$ cat src/rtl/rng_ctrl_pkg.sv
package rng_ctrl_pkg;

  localparam int WORD_W = 64;

  // Control word layout; positions are software-visible.
  typedef struct packed {
    logic [3:0] slice;     // bits 8:5
    logic       exp_mode;  // bit 4
    logic       gen_rst;   // bit 3
    logic       unused2;   // bit 2
    logic       out_en;    // bit 1
    logic       ent_en;    // bit 0
  } ctrl_t;

  localparam int CTRL_W = $bits(ctrl_t);

  // Warm-up length chosen by the mode that follows the write.
  function automatic int warm_len(input logic mode, input int fast, input int slow);
    return mode ? fast : slow;
  endfunction

  // Bits kept for a given access width code; zero for illegal widths.
  function automatic logic [WORD_W-1:0] size_mask(input logic [2:0] sz);
    case (sz)
      3'd0:    return 64'h0000_0000_0000_00FF;
      3'd1:    return 64'h0000_0000_0000_FFFF;
      3'd2:    return 64'h0000_0000_FFFF_FFFF;
      3'd3:    return 64'hFFFF_FFFF_FFFF_FFFF;
      default: return '0;
    endcase
  endfunction

  function automatic logic size_legal(input logic [2:0] sz);
    return sz < 3'd4;
  endfunction

endpackage

$ cat src/rtl/rng_ctrl_regs.sv
module rng_ctrl_regs
  import rng_ctrl_pkg::*;
(
  input  logic              clk,
  input  logic              rst_n,
  input  logic              we,
  input  logic [CTRL_W-1:0] wdata,
  output ctrl_t             ctrl_q,
  output logic              arm,
  output logic              arm_mode
);
  ctrl_t nxt;
  logic  rst_release;
  logic  mode_flip;

  always_comb begin
    nxt         = ctrl_t'(wdata);
    rst_release = ctrl_q.gen_rst && !nxt.gen_rst;
    mode_flip   = ctrl_q.exp_mode != nxt.exp_mode;
    arm         = we && (rst_release || mode_flip);
    arm_mode    = nxt.exp_mode;
  end

  always_ff @(posedge clk) begin
    if (!rst_n)  ctrl_q <= '0;
    else if (we) ctrl_q <= nxt;
  end
endmodule

$ cat src/rtl/rng_warmup.sv
module rng_warmup
  import rng_ctrl_pkg::*;
#(
  parameter int FAST_CYC = 80,
  parameter int SLOW_CYC = 730,
  localparam int CW = $clog2(SLOW_CYC + 1)
)(
  input  logic          clk,
  input  logic          rst_n,
  input  logic          arm,
  input  logic          arm_mode,
  input  logic          hold,
  output logic [CW-1:0] cnt_q,
  output logic          busy
);
  logic [CW-1:0] load_val;

  assign load_val = CW'(warm_len(arm_mode, FAST_CYC, SLOW_CYC));
  assign busy     = cnt_q != '0;

  always_ff @(posedge clk) begin
    if (!rst_n)          cnt_q <= '0;
    else if (arm)        cnt_q <= load_val;
    else if (hold)       cnt_q <= '0;
    else if (busy)       cnt_q <= cnt_q - CW'(1);
  end
endmodule

$ cat src/rtl/rng_assembler.sv
module rng_assembler
  import rng_ctrl_pkg::*;
#(
  parameter int ENT_W  = 128,
  parameter int BYTE_W = 8,
  localparam int SLICES = ENT_W / BYTE_W,
  localparam int BYTES  = WORD_W / BYTE_W,
  localparam int BC_W   = $clog2(BYTES)
)(
  input  logic              clk,
  input  logic              rst_n,
  input  logic [ENT_W-1:0]  ent,
  input  logic [3:0]        sel,
  input  logic              ent_en,
  input  logic              out_en,
  input  logic              cancel,
  input  logic              warm_busy,
  input  logic              consume,
  output logic              push,
  output logic              word_done,
  output logic [BC_W-1:0]   byte_cnt,
  output logic [WORD_W-1:0] word_q,
  output logic              ready_q
);
  logic [BYTE_W-1:0] slc [SLICES];
  logic [BYTE_W-1:0] pick;
  logic [BYTES-1:0][BYTE_W-1:0] asm_q, asm_nxt;
  logic last_byte;

  for (genvar g = 0; g < SLICES; g++) begin : g_slice
    assign slc[g] = ent[g*BYTE_W +: BYTE_W];
  end

  assign pick      = slc[sel];
  assign last_byte = byte_cnt == BC_W'(BYTES - 1);
  assign push      = ent_en && !cancel && !warm_busy && !(last_byte && !out_en);
  assign word_done = push && last_byte;

  always_comb begin
    asm_nxt           = asm_q;
    asm_nxt[byte_cnt] = pick;
  end

  always_ff @(posedge clk) begin
    if (!rst_n) begin
      asm_q    <= '0;
      byte_cnt <= '0;
      word_q   <= '0;
      ready_q  <= 1'b0;
    end else begin
      if (cancel)    byte_cnt <= '0;
      else if (push) byte_cnt <= byte_cnt + BC_W'(1);
      if (push) asm_q <= asm_nxt;
      if (word_done) word_q <= asm_nxt;
      if (word_done)    ready_q <= 1'b1;
      else if (consume) ready_q <= 1'b0;
    end
  end
endmodule

$ cat src/rtl/rng_read_port.sv
module rng_read_port
  import rng_ctrl_pkg::*;
(
  input  logic              clk,
  input  logic              rst_n,
  input  logic              req,
  input  logic [2:0]        size,
  input  logic [WORD_W-1:0] word,
  input  logic              ready,
  output logic              consume,
  output logic              valid_q,
  output logic [WORD_W-1:0] data_q,
  output logic              fault_q,
  output logic              not_ready_q
);
  logic legal;

  assign legal   = size_legal(size);
  assign consume = req && legal && ready;

  always_ff @(posedge clk) begin
    if (!rst_n) begin
      valid_q     <= 1'b0;
      data_q      <= '0;
      fault_q     <= 1'b0;
      not_ready_q <= 1'b0;
    end else begin
      valid_q     <= req;
      fault_q     <= req && !legal;
      not_ready_q <= req && legal && !ready;
      if (req) data_q <= word & size_mask(size);
    end
  end
endmodule

$ cat src/rtl/rng_entropy_ctrl.sv
module rng_entropy_ctrl
  import rng_ctrl_pkg::*;
#(
  parameter int ENT_W    = 128,
  parameter int BYTE_W   = 8,
  parameter int FAST_CYC = 80,
  parameter int SLOW_CYC = 730
)(
  input  logic              clk,
  input  logic              rst_n,
  input  logic              cfg_we,
  input  logic [CTRL_W-1:0] cfg_wdata,
  input  logic [ENT_W-1:0]  ent_data,
  input  logic              rd_req,
  input  logic [2:0]        rd_size,
  output logic              rd_valid,
  output logic [WORD_W-1:0] rd_data,
  output logic              rd_fault,
  output logic              rd_not_ready,
  output logic              num_ready,
  output logic              warming
);
  localparam int CW   = $clog2(SLOW_CYC + 1);
  localparam int BC_W = $clog2(WORD_W / BYTE_W);

  ctrl_t             ctrl_q;
  logic              arm, arm_mode;
  logic [CW-1:0]     warm_cnt;
  logic              push, word_done, consume;
  logic [BC_W-1:0]   byte_cnt;
  logic [WORD_W-1:0] word_q;

  rng_ctrl_regs u_regs (
    .clk(clk), .rst_n(rst_n), .we(cfg_we), .wdata(cfg_wdata),
    .ctrl_q(ctrl_q), .arm(arm), .arm_mode(arm_mode)
  );

  rng_warmup #(.FAST_CYC(FAST_CYC), .SLOW_CYC(SLOW_CYC)) u_warm (
    .clk(clk), .rst_n(rst_n), .arm(arm), .arm_mode(arm_mode),
    .hold(ctrl_q.gen_rst), .cnt_q(warm_cnt), .busy(warming)
  );

  rng_assembler #(.ENT_W(ENT_W), .BYTE_W(BYTE_W)) u_asm (
    .clk(clk), .rst_n(rst_n), .ent(ent_data), .sel(ctrl_q.slice),
    .ent_en(ctrl_q.ent_en), .out_en(ctrl_q.out_en), .cancel(ctrl_q.gen_rst),
    .warm_busy(warming), .consume(consume), .push(push),
    .word_done(word_done), .byte_cnt(byte_cnt), .word_q(word_q),
    .ready_q(num_ready)
  );

  rng_read_port u_rd (
    .clk(clk), .rst_n(rst_n), .req(rd_req), .size(rd_size),
    .word(word_q), .ready(num_ready), .consume(consume),
    .valid_q(rd_valid), .data_q(rd_data), .fault_q(rd_fault),
    .not_ready_q(rd_not_ready)
  );
endmodule

$ cat config.mk
export PLATFORM = sky130hd
export DESIGN_NAME = rng_entropy_ctrl
export DESIGN_NICKNAME = d
export VERILOG_FILES = /design/src/rtl/rng_ctrl_pkg.sv /design/src/rtl/rng_ctrl_regs.sv /design/src/rtl/rng_warmup.sv /design/src/rtl/rng_assembler.sv /design/src/rtl/rng_read_port.sv /design/src/rtl/rng_entropy_ctrl.sv
export SDC_FILE = /design/constraint.sdc
export NUM_CORES = 1
export LEC_CHECK = 0
export CAP_MARGIN = 20
export CORE_MARGIN = 10
export CORE_UTILIZATION = 47
export CTS_BUF_LIST = sky130_fd_sc_hd__clkbuf_2 sky130_fd_sc_hd__clkbuf_4 sky130_fd_sc_hd__clkbuf_8
export DETAILED_ROUTE_END_ITERATION = 8
export PLACE_DENSITY = 0.78
export SYNTH_ARGS = -nofsm -noshare
export SYNTH_HDL_FRONTEND = slang
export SYNTH_SLANG_ARGS = --single-unit
export TNS_END_PERCENT = 1
$ cat constraint.sdc
create_clock -name clk -period 2.3 [get_ports clk]
set_input_delay 0.23 -clock clk [delete_from_list [all_inputs] [get_ports clk]]
set_output_delay 0.23 -clock clk [all_outputs]
set_load 0.05 [all_outputs]
==> metrics.md, run 1 <==
| Metric | Value |
|---|---|
| Worst-Skew Late Latency | `520 ps` |
| PortBufs | `211` |
| Filler instances | `between 1500 and 2000` |
| Unrepaired setup endpoints after global routing | `true` |
| Number of I/O pins | `~210` |
| Core Box Area | `20230 um2` |
| FFs w/ async S/R, synth | `0` |
| Fin area | `13300 um2` |
| DR WL/cell | `between 15 and 20 um` |
| Die ar. | `26670 um2` |
| Worst Path Buf+Inv | `5` |
| Horiz. Die Dim | `around 160 um` |
| Post-synthesis xor/xnor area fraction | `0.007259` |
| CTS tree | `built` |
| Vias | `8623` |
| Slowest-stage cell, CP | `or4b_4` |
| FF/Latch Area | `around 4300 um2` |
| Multi-input logic area | `roughly 4900 um2` |
| Share of post-route cells with drive strength above 1 | `0.1564` |
| Hold Vio Cnt, Final | `0` |
| DRT Wirelength | `29270 um` |
| Power per Cell Area | `between 700 and 800 nW/um2` |
| Leakage Power | `4.814 nW` |
| EDFF count, synth | `0` |
| Ys flop type | `dfxtp_1` |
| Final setup fails | `3` |
| Largest family of logic cells by synthesized area | `compound AO/OA/AOI/OAI gates` |
| Hold Crit Start | `rd_req` |
| Worst Path Max Fanout | `2` |
| Post-Syn Instances | `1068` |
| Worst Tran Pin Value | `776.2 ps` |
| Worst Hold Path EP | `u_asm.ready_q$_SDFFE_PN0P_` |
| Distinct cell type count of the synthesized netlist | `47` |
| Post-route clock period utilization | `1.013` |
| Root buffer cell | `clkbuf_8` |
| Clock transition at the registers of the reported paths | `60 ps` |
| Failing checks | `negative setup slack` |
| Slew HR | `0.4825` |
| Max Cap Viol | `0` |
| M3 GR Usage | `0.04455` |
| Worst Reg-to-Reg Cells | `9` |
| Placed Instance Area | `12370 um2` |
| Fmax achieved | `429.3 MHz` |
| Critical-path cell list | `inv_2 -> ha_4 -> or4b_4 -> buf_6 -> nor4_4 -> buf_4 -> inv_2 -> buf_6` |
| Worst Path Required | `2070 ps` |
| Synth Area in Simple Gates | `0.1899` |
| Worst reg2reg path endpoint | `u_asm.word_q[45]$_SDFFE_PN0P_` |
| Clock Path Buffers | `3` |
| Compound-Gate Fraction of Synth Area | `0.2193` |
| Number of global-route vias before repair | `between 8000 and 9000` |
| Depth of the CTS H-tree | `2` |
| TritonCTS Sinks | `217` |
| Warnings from Yosys | `0` |
| Drt pass-1 iters | `4` |
| Flop-to-flop setup slack | `-20 ps` |
| Remaining global-route overflow | `0` |
| Skew final | `20.96 ps` |
| Residual DRC | `0` |
| Sequential-to-total area share from yosys stat | `0.4500` |
| Site Rows | `between 50 and 60` |
| Post-Place Cells | `1519` |
| Post-Layout Cell Count | `1587` |
| Antenna violations before repair | `0` |
| GRT Util Overall | `0.2102` |
| Total Nets Final | `1442` |
| Starting Density | `0.4771` |
| Worst VDD drop | `0.0005205 V` |
| CP Class | `flop to primary output` |
| Vias/cell | `5.434` |
| Synthesized Nets | `1215` |
| Worst hold slack | `roughly 190 ps` |
| Hold WC Path Type | `input port to flop` |
| Area delta synth->final | `37.80%` |
| Reg2reg start | `u_warm.cnt_q[0]$_SDFFE_PN0P_` |
| DRT iter0 DRCs | `about 430` |
| GR Layer Usage met2 | `0.3502` |
| Worst setup margin | `-29.42 ps` |
| Slowest stage delay, CP | `470 ps` |
| Worst path top cell family by delay | `simple AND/OR/NAND/NOR gates` |
| Largest net degree at the start of global routing | `75` |
| Antenna fix cells | `0` |
| Synthesized area | `~9700 um2` |
| Met1 Use GR | `0.2725` |
| Most common cell after layout, fill and taps aside | `dfxtp_1` |
| Fin crit period | `2329 ps` |
| Hold_buf cts | `0` |
| Hold Path Depth | `4` |
| Mean Syn Cell Area | `9.038 um2` |
| Synth Area in Adders | `0.003889` |
| Most frequent cells in the layout | `dfxtp_1 (214), clkdlybuf4s50_1 (208), nand2_1 (147)` |
| Mux contribution to synthesized area | `0.08296` |
| GP Congestion | `0.9023` |
| #FFs+latches synth | `about 220` |
| Critical path arrival | `2100 ps` |
| DIE HEIGHT | `163.3 um` |
| Worst setup SP type | `flop` |
| DP Wirelength | `20140 um` |
| Status | `finished with violations` |
| GR peak layer | `met2` |
| Setup crit end kind | `primary output` |
| First-pass GRT wire length | `45170 um` |
| Pre-CTS WS | `-16.88 ps` |
| Number of buffers created by CTS | `36` |
| Slew Viols, Final | `0` |
| Antenna viol nets, final | `0` |
## report_power, final
part	switching [W]	internal (W)
Clock	0.00146	0.00207
Sequential	0.0000975	0.00386
Combinational	0.00110	0.00102
## metal layers
metal  wire length, um  vias to the layer above
li1                  -                     4228
met3              1565                       42
met4               461                        0
met2             14600                      221
met5                 0                        -
met1             12650                     4132
## synth_stat cells (3+ instances only)
cell type | number | area (um2)
a21oi_1 | 124 | 620.6
a22o_1 | 16 | 140.1
and2_1 | 11 | 68.82
buf_1 | 5 | 18.77
buf_2 | 21 | 105.1
buf_4 | 5 | 37.54
clkbuf_1 | 57 | 214.0
dfxtp_1 | 217 | 4344
ha_1 | 3 | 37.54
inv_1 | 16 | 60.06
mux2i_1 | 8 | 80.08
mux4_2 | 32 | 720.7
nand2_1 | 147 | 551.8
nand2_2 | 7 | 43.79
nand3_1 | 3 | 15.01
nand3b_1 | 3 | 22.52
nor2_1 | 20 | 75.07
nor2b_1 | 123 | 769.5
nor3_1 | 3 | 15.01
nor3_4 | 8 | 130.1
o211a_1 | 6 | 60.06
o211ai_1 | 6 | 45.04
o21a_1 | 58 | 435.4
o21ai_0 | 19 | 95.09
o21ai_1 | 46 | 230.2
o22ai_1 | 72 | 450.4
xnor2_1 | 6 | 52.55
## registers in the layout, summed over array words and instances (netlist names)
name	flops
u_asm.asm_q	64
u_asm.byte_cnt	3
u_asm.ready_q	1
u_asm.word_q	64
u_rd.data_q	64
u_rd.fault_q	1
u_rd.not_ready_q	1
u_rd.valid_q	1
u_regs.ctrl_q	8
u_warm.cnt_q	10
## tightest hold or removal path: cells and delay by family
kind,cells,cell delay (ps)
and+or+nand+nor,2,160
buffers and inverters,1,90
AOI/OAI and AO/OA,1,160
## area by class of cell
cell class                 instances  share of cell area
multi-input combinational        746              0.3718
sequential                       217              0.3269
timing repair buffer             278              0.2146
clock buffer                      57             0.05380
tap                              270             0.02540
inverter                          16            0.004515
clock inverter                     3            0.003010
## worst max path at each step
stage                                       from  depth (start not counted)                            end  slack [ps]
finish              u_warm.cnt_q[0]$_SDFFE_PN0P_                          8                        warming         -30
global route        u_warm.cnt_q[0]$_SDFFE_PN0P_                          9  u_asm.word_q[35]$_SDFFE_PN0P_        -100
CTS                 u_warm.cnt_q[0]$_SDFFE_PN0P_                          8                        warming        -100
detailed placement  u_warm.cnt_q[0]$_SDFFE_PN0P_                          9  u_asm.word_q[27]$_SDFFE_PN0P_         -20
global placement    u_warm.cnt_q[0]$_SDFFE_PN0P_                          9  u_asm.word_q[37]$_SDFFE_PN0P_          50
floorplan           u_warm.cnt_q[0]$_SDFFE_PN0P_                          9   u_asm.asm_q[56]$_SDFFE_PN0P_         -30
## cell families after synthesis
kind of cell	count (synthesis)
AO/OA/AOI/OAI	352
XOR/XNOR	8
adder cells (fa/ha/maj)	3
flip-flops	217
multiplexers	40
AND/OR/NAND/NOR	343
buffers and inverters	105
## timing repair
action,CTS,global route
cloned,0,1
resized for setup,5,26
buffers inserted,3,4
pin swaps,1,3
setup endpoints to repair,30,91
## stage by stage
step           utilization  power, W  setup TNS, ps
6_report            0.6574  0.009606         -59.98
3_3_place_gp        0.6114  0.005892              0
3_5_place_dp        0.6114  0.005930         -127.2
4_1_cts             0.6508  0.009571         -169.1
5_1_grt             0.6574  0.009978          -2737
2_1_floorplan            -  0.005151         -867.7
No activity file was read; power rests on OpenSTA's default activity.
==> run 2, diff against run 1 <==
--- a/config.mk
+++ b/config.mk
@@ -9,6 +9,8 @@
 export CORE_MARGIN = 10
 export CORE_UTILIZATION = 47
 export CTS_BUF_LIST = sky130_fd_sc_hd__clkbuf_2 sky130_fd_sc_hd__clkbuf_4 sky130_fd_sc_hd__clkbuf_8
+export CTS_CLUSTER_DIAMETER = 30
+export CTS_CLUSTER_SIZE = 16
 export DETAILED_ROUTE_END_ITERATION = 8
 export PLACE_DENSITY = 0.78
 export SYNTH_ARGS = -nofsm -noshare
==> metrics.md, run 2 (synthesis results as in run 1) <==
| Metric | Value |
|---|---|
| Status | `finished with violations (unchanged)` |
| Failing checks | `negative setup slack (unchanged)` |
| TritonCTS Sinks | `217 (unchanged)` |
| First-pass GRT wire length | `44800 um (was 45170 um)` |
| CP Class | `flop to primary output (unchanged)` |
| Worst path top cell family by delay | `simple AND/OR/NAND/NOR gates (unchanged)` |
| Area delta synth->final | `38.16% (was 37.80%)` |
| Worst hold slack | `178.8 ps (was 185.2 ps)` |
| Vias/cell | `5.429 (was 5.434)` |
| Worst Hold Path EP | `u_asm.ready_q$_SDFFE_PN0P_ (unchanged)` |
| DR WL/cell | `18.36 um (was 18.45 um)` |
| Worst Tran Pin Value | `774.9 ps (was 776.2 ps)` |
| Number of buffers created by CTS | `38 (was 36)` |
| Worst Path Buf+Inv | `5 (unchanged)` |
| DIE HEIGHT | `163.3 um (unchanged)` |
| Slowest-stage cell, CP | `or4b_4 (unchanged)` |
| Worst Path Required | `2070 ps (about the same)` |
| DRT iter0 DRCs | `464 (was 427)` |
| GP Congestion | `0.9023 (unchanged)` |
| Power per Cell Area | `714.1 nW/um2 (was 722.2 nW/um2)` |
| Worst VDD drop | `0.0005884 V (was 0.0005205 V)` |
| Worst-Skew Late Latency | `530 ps (was 520 ps)` |
| Number of I/O pins | `213 (unchanged)` |
| Residual DRC | `0 (unchanged)` |
| Hold_buf cts | `0 (unchanged)` |
| Fin crit period | `2344 ps (was 2329 ps)` |
| Hold Vio Cnt, Final | `0 (unchanged)` |
| Hold Crit Start | `rd_req (unchanged)` |
| Hold Path Depth | `4 (unchanged)` |
| Number of global-route vias before repair | `8293 (was 8294)` |
| Starting Density | `0.4771 (unchanged)` |
| Clock transition at the registers of the reported paths | `60 ps (about the same)` |
| Slew Viols, Final | `0 (unchanged)` |
| DP Wirelength | `20140 um (unchanged)` |
| Fmax achieved | `426.6 MHz (was 429.3 MHz)` |
| Most common cell after layout, fill and taps aside | `dfxtp_1 (unchanged)` |
| PortBufs | `211 (unchanged)` |
| DRT Wirelength | `29270 um (about the same)` |
| FF/Latch Area | `4348 um2 (unchanged)` |
| Worst Path Max Fanout | `3 (was 2)` |
| Reg2reg start | `u_warm.cnt_q[1]$_SDFFE_PN0P_ (was u_warm.cnt_q[0]$_SDFFE_PN0P_)` |
| Worst reg2reg path endpoint | `u_asm.word_q[27]$_SDFFE_PN0P_ (was u_asm.word_q[45]$_SDFFE_PN0P_)` |
| Antenna violations before repair | `0 (unchanged)` |
| Unrepaired setup endpoints after global routing | `true (unchanged)` |
| Post-layout util | `0.6591 (was 0.6574)` |
| Flop-to-flop setup slack | `0 ps (was -20 ps)` |
| Horiz. Die Dim | `163.3 um (unchanged)` |
| Largest net degree at the start of global routing | `75 (unchanged)` |
| Depth of the CTS H-tree | `2 (unchanged)` |
| Slowest stage delay, CP | `460 ps (was 470 ps)` |
| Critical path arrival | `2110 ps (was 2100 ps)` |
| Clock Path Buffers | `3 (unchanged)` |
| Antenna viol nets, final | `0 (unchanged)` |
| Core Box Area | `20230 um2 (unchanged)` |
| Worst Reg-to-Reg Cells | `9 (unchanged)` |
| Setup crit end kind | `primary output (unchanged)` |
| Site Rows | `52 (unchanged)` |
| Share of post-route cells with drive strength above 1 | `0.1692 (was 0.1564)` |
| Leakage Power | `4.769 nW (was 4.814 nW)` |
| Most frequent cells in the layout | `dfxtp_1 (214), clkdlybuf4s50_1 (208), nand2_1 (146) (was dfxtp_1 (214), clkdlybuf4s50_1 (208), nand2_1 (147))` |
| CP startpoint | `u_warm.cnt_q[1]$_SDFFE_PN0P_ (was u_warm.cnt_q[0]$_SDFFE_PN0P_)` |
| GRT Util Overall | `0.2081 (was 0.2102)` |
| Worst setup margin | `-44.24 ps (was -29.42 ps)` |
| Drt pass-1 iters | `5 (was 4)` |
| Multi-input logic area | `4980 um2 (was 4946 um2)` |
| Final setup fails | `1 (was 3)` |
| Slew HR | `0.4834 (was 0.4825)` |
| Hold WC Path Type | `input port to flop (unchanged)` |
| Remaining global-route overflow | `0 (unchanged)` |
| CTS tree | `built (unchanged)` |
| Vias | `8654 (was 8623)` |
| Die ar. | `26670 um2 (unchanged)` |
| Antenna fix cells | `0 (unchanged)` |
| Critical-path cell list | `inv_2 -> ha_4 -> or4b_4 -> buf_6 -> nor4_2 -> buf_4 -> inv_2 -> buf_6 (was inv_2 -> ha_4 -> or4b_4 -> buf_6 -> nor4_4 -> buf_4 -> inv_2 -> buf_6)` |
| Largest registers | `u_asm.asm_q x64, u_asm.word_q x64, u_rd.data_q x64 (unchanged)` |
| Skew final | `15.64 ps (was 20.96 ps)` |
| Post-route clock period utilization | `1.019 (was 1.013)` |
| Worst setup SP type | `flop (unchanged)` |
| Filler instances | `1661 (was 1657)` |
| Max Cap Viol | `0 (unchanged)` |
| Root buffer cell | `clkbuf_8 (unchanged)` |
| Total Nets Final | `1442 (unchanged)` |
## run 2: cell types whose count changed in the layout (fill, tap and decap cells not counted), moves of 4 or more
cell / delta
clkinvlp_4: +11
clkbuf_4: -10
o21ai_1: -6
o21ai_2: +6
clkbuf_8: -5
clkinv_2: +5
inv_6: +5
clkinv_4: +4
## run 2: metal layers
metal	vias up	track usage	share of wire
li1	4232	-	-
met1	4132	0.2681	0.43
met2	252	0.3495	0.50
met3	38	0.04153	0.059
met4	0	0.05205	0.015
met5	-	0	0
## run 2: where the power goes
group / leakage [nW] / internal (W) / switching, W
clock network: 0.368 / 0.00176 / 0.00172
registers: 1.75 / 0.00386 / 0.0000988
logic: 2.65 / 0.00100 / 0.00109
## run 2: layout make-up
class / count / share of cell area
inverters: 16 / 0.004503
repair buffers: 276 / 0.2132
clock inverters: 27 / 0.01473
flip-flops and latches: 217 / 0.3260
clock buffers: 42 / 0.04287
multi-input cells: 746 / 0.3734
well taps: 270 / 0.02533
## run 2: tightest hold or removal path: stages
cell and delay [ps]:
buf_2 90, nand2b_1 110, a21oi_1 170, nor2b_1 50
## run 2: per-stage QoR
stage / total power, W / area (um2) / worst slack, ps / TNS, ps / cells
after floorplan: 0.005151 / 9654 / -27.97 / -867.7 / 1068
after global placement: 0.005892 / 12370 / 48.98 / 0 / 1519
after detailed placement: 0.005930 / 12370 / -16.88 / -127.2 / 1519
after CTS: 0.009525 / 13190 / -58.04 / -64.10 / 1591
after global routing: 0.009903 / 13340 / -114.0 / -2560 / 1594
final: 0.009524 / 13340 / -44.24 / -44.24 / 1594
## run 2: how the worst max path moves through the flow
stage / to / cells past startpoint
6_report: warming / 8
5_1_grt: warming / 8
4_1_cts: warming / 8
3_5_place_dp: u_asm.word_q[27]$_SDFFE_PN0P_ / 9
3_3_place_gp: u_asm.word_q[37]$_SDFFE_PN0P_ / 9
2_1_floorplan: u_asm.asm_q[56]$_SDFFE_PN0P_ / 9
## run 2: timing repair
action                                  in CTS  in global routing
pin swaps                                    1                  1
endpoints found under the setup margin      46                 59
gates resized for setup                      9                 33
gates cloned                                 0                  1
setup buffers                                3                  2
==> run 3, diff against run 2 <==
--- a/config.mk
+++ b/config.mk
@@ -7,12 +7,12 @@
 export LEC_CHECK = 0
 export CAP_MARGIN = 20
 export CORE_MARGIN = 10
-export CORE_UTILIZATION = 47
-export CTS_BUF_LIST = sky130_fd_sc_hd__clkbuf_2 sky130_fd_sc_hd__clkbuf_4 sky130_fd_sc_hd__clkbuf_8
+export CORE_UTILIZATION = 46
+export CTS_BUF_LIST = sky130_fd_sc_hd__clkbuf_16
 export CTS_CLUSTER_DIAMETER = 30
 export CTS_CLUSTER_SIZE = 16
 export DETAILED_ROUTE_END_ITERATION = 8
-export PLACE_DENSITY = 0.78
+export PLACE_DENSITY = 0.77
 export SYNTH_ARGS = -nofsm -noshare
 export SYNTH_HDL_FRONTEND = slang
 export SYNTH_SLANG_ARGS = --single-unit
==> metrics.md, run 3 (synthesis results as in run 1) <==
| Metric | Value |
|---|---|
| Antenna violations before repair | `1 (was 0)` |
| Worst Path Max Fanout | `2 (was 3)` |
| Setup crit end kind | `primary output (unchanged)` |
| Multi-input logic area | `4982 um2 (was 4980 um2)` |
| Fin Setup TNS | `-1005 ps (was -44.24 ps)` |
| Placed Instance Area | `12380 um2 (was 12370 um2)` |
| Worst-Skew Late Latency | `510 ps (was 530 ps)` |
| Residual DRC | `0 (unchanged)` |
| Leakage Power | `4.978 nW (was 4.769 nW)` |
| Drt pass-1 iters | `5 (unchanged)` |
| Worst Path Required | `2070 ps (about the same)` |
| DR WL/cell | `19.15 um (was 18.36 um)` |
| Core Box Area | `20430 um2 (was 20230 um2)` |
| Hold Crit Start | `rst_n (was rd_req)` |
| Pre-CTS WS | `-20.21 ps (was -16.88 ps)` |
| Horiz. Die Dim | `164.9 um (was 163.3 um)` |
| Skew final | `22.14 ps (was 15.64 ps)` |
| Clock Path Buffers | `3 (unchanged)` |
| Slew HR | `0.5862 (was 0.4834)` |
| Die ar. | `27180 um2 (was 26670 um2)` |
| Most frequent cells in the layout | `dfxtp_1 (214), clkdlybuf4s50_1 (208), nand2_1 (146) (unchanged)` |
| First-pass GRT wire length | `47010 um (was 44800 um)` |
| Worst setup SP type | `flop (unchanged)` |
| CP startpoint | `u_warm.cnt_q[0]$_SDFFE_PN0P_ (was u_warm.cnt_q[1]$_SDFFE_PN0P_)` |
| Share of post-route cells with drive strength above 1 | `0.1527 (was 0.1692)` |
| Depth of the CTS H-tree | `2 (unchanged)` |
| Filler instances | `1594 (was 1661)` |
| Starting Density | `0.4725 (was 0.4771)` |
| CP Class | `flop to primary output (unchanged)` |
| Antenna viol nets, final | `0 (unchanged)` |
| Max Cap Viol | `0 (unchanged)` |
| Hold Vio Cnt, Final | `0 (unchanged)` |
| Failing checks | `negative setup slack (unchanged)` |
| Vias | `8664 (was 8654)` |
| DRT Wirelength | `30390 um (was 29270 um)` |
| DIE HEIGHT | `164.9 um (was 163.3 um)` |
| PortBufs | `211 (unchanged)` |
| Site Rows | `52 (unchanged)` |
| FF/Latch Area | `4348 um2 (unchanged)` |
| Fin crit period | `2405 ps (was 2344 ps)` |
| Largest net degree at the start of global routing | `94 (was 75)` |
| Power per Cell Area | `823.9 nW/um2 (was 714.1 nW/um2)` |
| Status | `finished with violations (unchanged)` |
| Root buffer cell | `clkbuf_16 (was clkbuf_8)` |
| Critical path arrival | `2170 ps (was 2110 ps)` |
| Hold WC Path Type | `input port to flop (unchanged)` |
| Clock transition at the registers of the reported paths | `50 ps (was 60 ps)` |
| Final setup fails | `40 (was 1)` |
| Worst Tran Pin Value | `618.7 ps (was 774.9 ps)` |
| Reg2reg start | `u_warm.cnt_q[0]$_SDFFE_PN0P_ (was u_warm.cnt_q[1]$_SDFFE_PN0P_)` |
| Slew Viols, Final | `0 (unchanged)` |
| Fin area | `13710 um2 (was 13340 um2)` |
| Area delta synth->final | `42.07% (was 38.16%)` |
| Vias/cell | `5.459 (was 5.429)` |
| Worst setup margin | `-104.8 ps (was -44.24 ps)` |
| Fmax achieved | `415.8 MHz (was 426.6 MHz)` |
| TritonCTS Sinks | `217 (unchanged)` |
| Unrepaired setup endpoints after global routing | `true (unchanged)` |
| CTS tree | `built (unchanged)` |
| Number of I/O pins | `213 (unchanged)` |
| Remaining global-route overflow | `0 (unchanged)` |
| Most common cell after layout, fill and taps aside | `dfxtp_1 (unchanged)` |
| Number of global-route vias before repair | `8432 (was 8293)` |
| DRT iter0 DRCs | `620 (was 464)` |
| Post-layout util | `0.6713 (was 0.6591)` |
| Largest registers | `u_asm.asm_q x64, u_asm.word_q x64, u_rd.data_q x64 (unchanged)` |
| GP Congestion | `0.9342 (was 0.9023)` |
| GRT Util Overall | `0.2179 (was 0.2081)` |
| DP Wirelength | `20980 um (was 20140 um)` |
| Post-route clock period utilization | `1.046 (was 1.019)` |
| Hold_buf cts | `0 (unchanged)` |
| Total Nets Final | `1436 (was 1442)` |
| Worst VDD drop | `0.0005889 V (was 0.0005884 V)` |
| Final Power | `0.01130 W (was 0.009524 W)` |
| Number of buffers created by CTS | `36 (was 38)` |
[run 3: changes by cell type in the layout (fill, tap and decap cells not counted), sizes merged]
cell | previous run | this run
clkinvlp | 11 | 4
clkbuf | 43 | 37
clkinv | 11 | 16
buf | 67 | 64
bufinv | 0 | 3
diode | 0 | 1
[run 3: path summary, 6_finish.rpt]
kind	cells after the start	slack [ps]	endpoint
worst max register to register	10	-70	u_asm.word_q[24]$_SDFFE_PN0P_
worst max-delay path	8	-100	warming
worst min register to register	2	470	u_asm.asm_q[41]$_SDFFE_PN0P_
worst min-delay path	3	170	u_asm.word_q[30]$_SDFFE_PN0P_
[run 3: area by class of cell]
cell class / count / area share
Clock inverter: 28 / 0.01797
Sequential cell: 217 / 0.3170
Multi-Input combinational cell: 746 / 0.3633
Antenna cell: 1 / 0.0001825
Timing Repair Buffer: 272 / 0.2050
Inverter: 16 / 0.004379
Clock buffer: 37 / 0.06751
Tap cell: 270 / 0.02463
[run 3: report_power, final]
part           leakage [nW]  switching [W]  internal (W)
Clock                 0.575        0.00185       0.00328
Sequential             1.75       0.000100       0.00386
Combinational          2.65        0.00114       0.00106
[run 3: through the flow]
stage | std cells | hold slack, ps
detailed placement | 1515 | 458.1
global placement | 1515 | 453.2
finish | 1587 | 172.9
global route | 1587 | 179.9
CTS | 1586 | 158.2
floorplan | 1068 | 399.4
[run 3: worst max-delay path, cell delays in order (launching register included)]
cell and delay [ps]:
dfxtp_2 320, inv_2 70, ha_4 130, or4b_4 470, buf_6 140, nor4_4 190
buf_4 160, inv_2 30, buf_6 140
[run 3: timing repair]
action	in CTS	in global routing
pin swaps	4	5
gates resized for setup	13	23
setup endpoints to repair	42	128
buffers inserted	6	0
[run 3: per-layer routing]
layer	wire [um]	track usage	vias up
li1	-	-	4232
met1	13390	0.2827	4195
met2	15160	0.3694	211
met3	1501	0.03834	26
met4	342	0.05072	0
met5	0	0	-
